<file path="config.mk">
export PLATFORM = sky130hd
export DESIGN_NAME = tclk_sel_top
export DESIGN_NICKNAME = d
export VERILOG_FILES = /design/src/rtl/tclk_pkg.sv /design/src/rtl/tclk_prescaler.sv /design/src/rtl/tclk_src_mux.sv /design/src/rtl/tclk_sel_top.sv
export SDC_FILE = /design/constraint.sdc
export NUM_CORES = 1
export LEC_CHECK = 0
export BUFFER_PORTS_ARGS = -buffer_cell sky130_fd_sc_hd__buf_2
export CELL_PAD_IN_SITES_DETAIL_PLACEMENT = 1
export CELL_PAD_IN_SITES_GLOBAL_PLACEMENT = 2
export CORE_AREA = 2 2 42 44
export CTS_BUF_LIST = sky130_fd_sc_hd__clkbuf_8
export DETAILED_ROUTE_END_ITERATION = 7
export DIE_AREA = 0 0 44 46
export PLACE_DENSITY = 0.9
export SKIP_LAST_GASP = 1
export SYNTH_ARGS = -nofsm -noshare
export SYNTH_HDL_FRONTEND = slang
export SYNTH_SLANG_ARGS = --single-unit
</file>
<file path="constraint.sdc">
create_clock -name clk_i -period 3.3 [get_ports clk_i]
set_clock_uncertainty 0.15 [all_clocks]
set_input_delay 0.66 -clock clk_i [delete_from_list [all_inputs] [get_ports clk_i]]
set_output_delay 0.66 -clock clk_i [all_outputs]
set_load 0.005 [all_outputs]
</file>
<file path="src/rtl/tclk_pkg.sv">
package tclk_pkg;

    localparam int SEL_W    = 3;
    localparam int PRE_W    = 10;
    localparam int NUM_TAPS = 4;
    localparam int TAP_BASE = 2;

    typedef enum logic [SEL_W-1:0] {
        SEL_STOP     = 3'd0,
        SEL_DIRECT   = 3'd1,
        SEL_DIV8     = 3'd2,
        SEL_DIV64    = 3'd3,
        SEL_DIV256   = 3'd4,
        SEL_DIV1024  = 3'd5,
        SEL_EXT_FALL = 3'd6,
        SEL_EXT_RISE = 3'd7
    } sel_e;

    // log2 of the divisor of each tap, lowest divisor first
    function automatic int tap_log(input int idx);
        case (idx)
            0:       return 3;
            1:       return 6;
            2:       return 8;
            default: return 10;
        endcase
    endfunction

endpackage

</file>
<file path="src/rtl/tclk_prescaler.sv">
module tclk_prescaler #(
    parameter int CNT_W    = tclk_pkg::PRE_W,
    parameter int NUM_TAPS = tclk_pkg::NUM_TAPS
) (
    input  logic                clk_i,
    input  logic                rst_ni,
    input  logic                clr_i,
    output logic [NUM_TAPS-1:0] wrap_o
);
    typedef struct packed {
        logic [CNT_W-1:0] cnt;
    } pre_state_t;

    pre_state_t st_d, st_q;

    always_comb begin
        st_d = st_q;
        if (clr_i) begin
            st_d.cnt = '0;
        end else begin
            st_d.cnt = st_q.cnt + 1'b1;
        end
    end

    always_ff @(posedge clk_i or negedge rst_ni) begin
        if (!rst_ni) begin
            st_q <= '0;
        end else begin
            st_q <= st_d;
        end
    end

    // A tap fires when its low bits are about to roll over to zero
    for (genvar t = 0; t < NUM_TAPS; t++) begin : g_tap
        localparam int LOGN = tclk_pkg::tap_log(t);
        assign wrap_o[t] = (&st_q.cnt[LOGN-1:0]) & ~clr_i;
    end

    p_clear_zero_r7: assert property (@(posedge clk_i) disable iff (!rst_ni)
        clr_i |=> (st_q.cnt == '0));

    p_free_run_r5: assert property (@(posedge clk_i) disable iff (!rst_ni)
        !clr_i |=> (st_q.cnt == CNT_W'($past(st_q.cnt) + 1'b1)));

endmodule

</file>
<file path="src/rtl/tclk_src_mux.sv">
module tclk_src_mux #(
    parameter int SEL_W    = tclk_pkg::SEL_W,
    parameter int NUM_TAPS = tclk_pkg::NUM_TAPS
) (
    input  logic [SEL_W-1:0]    sel_i,
    input  logic [NUM_TAPS-1:0] tap_i,
    input  logic                rise_i,
    input  logic                fall_i,
    output logic                en_o
);
    import tclk_pkg::*;

    always_comb begin
        en_o = 1'b0;
        case (sel_i)
            SEL_STOP:     en_o = 1'b0;
            SEL_DIRECT:   en_o = 1'b1;
            SEL_EXT_FALL: en_o = fall_i;
            SEL_EXT_RISE: en_o = rise_i;
            default: begin
                for (int k = 0; k < NUM_TAPS; k++) begin
                    if (int'(sel_i) == k + TAP_BASE) begin
                        en_o = tap_i[k];
                    end
                end
            end
        endcase
    end

endmodule

</file>
<file path="src/rtl/tclk_sel_top.sv">
module tclk_sel_top (
    input  logic                       clk_i,
    input  logic                       rst_ni,
    input  logic [tclk_pkg::SEL_W-1:0] sel_i,
    input  logic                       pre_clr_i,
    input  logic                       ext_rise_i,
    input  logic                       ext_fall_i,
    output logic                       cnt_en_o
);
    import tclk_pkg::*;

    typedef struct packed {
        logic en;
    } out_state_t;

    out_state_t           st_d, st_q;
    logic [NUM_TAPS-1:0]  wrap;
    logic                 pick;

    tclk_prescaler #(
        .CNT_W    (PRE_W),
        .NUM_TAPS (NUM_TAPS)
    ) u_pre (
        .clk_i  (clk_i),
        .rst_ni (rst_ni),
        .clr_i  (pre_clr_i),
        .wrap_o (wrap)
    );

    tclk_src_mux #(
        .SEL_W    (SEL_W),
        .NUM_TAPS (NUM_TAPS)
    ) u_mux (
        .sel_i  (sel_i),
        .tap_i  (wrap),
        .rise_i (ext_rise_i),
        .fall_i (ext_fall_i),
        .en_o   (pick)
    );

    always_comb begin
        st_d    = st_q;
        st_d.en = pick;
    end

    always_ff @(posedge clk_i or negedge rst_ni) begin
        if (!rst_ni) begin
            st_q <= '0;
        end else begin
            st_q <= st_d;
        end
    end

    assign cnt_en_o = st_q.en;

    p_stop_low_r2: assert property (@(posedge clk_i) disable iff (!rst_ni)
        (sel_i == SEL_STOP) |=> !cnt_en_o);

    p_direct_high_r3: assert property (@(posedge clk_i) disable iff (!rst_ni)
        (sel_i == SEL_DIRECT) |=> cnt_en_o);

    p_rise_follow_r6: assert property (@(posedge clk_i) disable iff (!rst_ni)
        (sel_i == SEL_EXT_RISE) |=> (cnt_en_o == $past(ext_rise_i)));

    p_fall_follow_r6: assert property (@(posedge clk_i) disable iff (!rst_ni)
        (sel_i == SEL_EXT_FALL) |=> (cnt_en_o == $past(ext_fall_i)));

    p_clr_quiet_r7: assert property (@(posedge clk_i) disable iff (!rst_ni)
        (pre_clr_i && (sel_i >= SEL_DIV8) && (sel_i <= SEL_DIV1024)) |=> !cnt_en_o);

    p_tap_single_r4: assert property (@(posedge clk_i) disable iff (!rst_ni)
        (cnt_en_o && (sel_i >= SEL_DIV8) && (sel_i <= SEL_DIV1024)
         && ($past(sel_i) == sel_i)) |=> !cnt_en_o);

endmodule

</file>
==> run metrics <==
CTS tree=built; Worst path slowest cell=dfrtp_1; setup total negative slack=0 ns; reg-to-reg endpoint=cnt_en_o; share of the synthesized area in the top cell type=between 40% and 50%; Max VDD drop=roughly 0.19 mV; RSZ-0062 raised after global routing=no; max frequency=between 500 and 600 MHz; die footprint=0.002024 mm²; synth top area cells=dfrtp_1 (50%), xor2_1 (11%), nor2_1 (6.1%), ha_1 (4.5%), nand4_1 (3.4%); max cap viols=0; CTS Sinks=11; core footprint=0.001614 mm²; Die X=about 44 µm; most used cell, CP=ha_1; largest net degree at the start of global routing=14; Commonest cells post-synth=dfrtp_1 (11), nor2_1 (9), xor2_1 (7); routed length per placed instance=13.98 µm; # nets final=77; R2R depth=5; total gr overflow=0; cells after synthesis=55; initial DRC count=5; R2R setup slack=around 1.6 ns; post-synthesis cell type count=21; clk_lat worst skew=0.24 ns; Worst Path Arrival=1.67 ns; CP endpoint kind=register; Post-synth EDFFs=0; Ant. Diodes=0; worst hold path class=in -> async; Cell Area, Synth=around 560 µm²; first-pass GRT wire length=2.139 mm; CTS H-tree depth=1; ratio of cells with drive above 1 in the final layout=between 10% and 20%; Slew headroom=82.72%; Die H=about 46 µm; Synth-to-Final Area Change=18.47%; crit path kind=reg -> reg; Yosys top cell by area=dfrtp_1; Slew Limit Fails=0; worst slew pin tran=0.2568 ns; Starting Density=34.42%; final hold violations=0; Bufs on Longest Clock Path=2; Root Driver=clkbuf_8; register area share after synthesis=49.55%; Yosys reg bits=11; routed vias=437; Post-Synthesis Net Count=65; total track usage=14.81%; Largest stage delay, worst path=0.43 ns; # port buffers=8; startpoint types=register; CP Cell Sequence=ha_1 -> ha_1 -> a31o_1 -> o32ai_1 -> a21oi_1; initial antenna violation count=0; Worst EP required=approximately 3.3 ns; Core Rows=15; clock slew at reported path FFs=0.05 ns; num ports=9; YS warnings=0; GP Congestion=about 0.76; antenna viol nets, final=0; final WL=1.160 mm; vias per cell=5.265; leak pwr=around 0.00032 µW; CTS hold repair buffers=0; asr flop ratio synth=100.0%; Worst R2R Start=u_pre.st_q[0]; post-cts gate resize count=0; drt first pass iters=2; average size of a mapped cell=10.10 µm²; count leader, synth=dfrtp_1; Synth Flop Type=dfrtp_1; post-route clock period utilization=51.71%; dpl hpwl=876.8 µm; final number of setup-violating endpoints=0; Power Density=454.7 mW/mm²; vias in the first global route=480; Final min period=roughly 1.7 ns; number of post-CTS setup repair buffers=0; DRC violations left=0; outcome=finished, final reports clean; Final Util=40.78%; Crit Path Max Fanout=6; CTS buffer count=3
## power by group
group	switching [µW]	internal, µW	leakage (µW)
Combinational	12.7	9.65	0.000142
Clock	52.1	81.8	0.0000269
Sequential	4.25	139	0.000151
## sequential cells by signal, summed over array words and instances, names as in the netlist
signal      flops
cnt_en_o        1
u_pre.st_q     10
## metal layers
layer | global-route usage (%) | vias up | wire, µm
met4 | 7.273 | 0 | 19
met1 | 17.56 | 210 | 523
met2 | 24.12 | 11 | 551
met5 | 0 | - | 0
li1 | - | 213 | -
met3 | 4.762 | 3 | 65
## worst max path at each step
stage,to,startpoint,cells after the start,slack [ns]
final,cnt_en_o,u_pre.st_q[0],5,1.59
after global routing,cnt_en_o,u_pre.st_q[0],5,1.48
after CTS,cnt_en_o,u_pre.st_q[0],5,1.58
after detailed placement,cnt_en_o,pre_clr_i,5,1.49
after global placement,cnt_en_o,pre_clr_i,5,1.54
after floorplan,cnt_en_o,u_pre.st_q[0],5,1.70
## layout by cell type, fill, tap and decap left out
| cell type | Yosys | final |
|---|---|---|
| dfrtp_1 | 11 | 11 |
| nor2_1 | 9 | 9 |
| buf_2 | 0 | 8 |
| xor2_1 | 7 | 7 |
| nand2_1 | 3 | 3 |
| nor2b_1 | 3 | 3 |
| nand4_1 | 3 | 3 |
| nand3_1 | 3 | 3 |
| clkbuf_8 | 0 | 3 |
| inv_1 | 1 | 2 |
| and3_1 | 2 | 2 |
| ha_1 | 2 | 2 |
| and4_4 | 1 | 1 |
| a21boi_0 | 1 | 1 |
| nor3b_1 | 1 | 1 |
| a31o_1 | 1 | 1 |
| mux2i_1 | 1 | 1 |
| o21ai_1 | 1 | 1 |
| o21ai_0 | 1 | 1 |
| a211oi_1 | 1 | 1 |
| o32ai_1 | 1 | 1 |
| a21oi_1 | 1 | 1 |
## area by class of cell
type | count | area [µm²]
clock buffers | 3 | 41.29
clock inverters | 1 | 3.754
fillers | 196 | 955.9
inverters | 1 | 3.754
multi-input cells | 42 | 272.8
flip-flops and latches | 11 | 275.3
well taps | 17 | 21.27
repair buffers | 8 | 40.04
## stage by stage
step / hold WS [ns] / setup WS [ns] / total power [µW] / area (µm²) / cells
2_1_floorplan: 0.2144 / 1.700 / 155.4 / 555.5 / 55
3_3_place_gp: 0.3755 / 1.545 / 166.7 / 613.1 / 79
3_5_place_dp: 0.3835 / 1.495 / 168.1 / 613.1 / 79
4_1_cts: 0.1350 / 1.576 / 305.8 / 658.1 / 83
5_1_grt: 0.1399 / 1.481 / 313.7 / 658.1 / 83
6_report: 0.1306 / 1.593 / 299.3 / 658.1 / 83
## logic make-up after synthesis
family	after synthesis	synth area share [%]
fa+ha+maj	2	4.504
flops	11	49.55
xor+xnor	7	11.04
simple gates	25	23.20
compound gates	7	8.558
buf+inv	2	1.350
mux	1	1.802
## worst max-delay path: cells and delay by family, from the launching register on
kind / cells / cell delay (ns)
DFF: 1 / 0.43
adders and majority gates: 2 / 0.46
AOI/OAI and AO/OA: 3 / 0.54
Power figures use the tool's default switching activity.
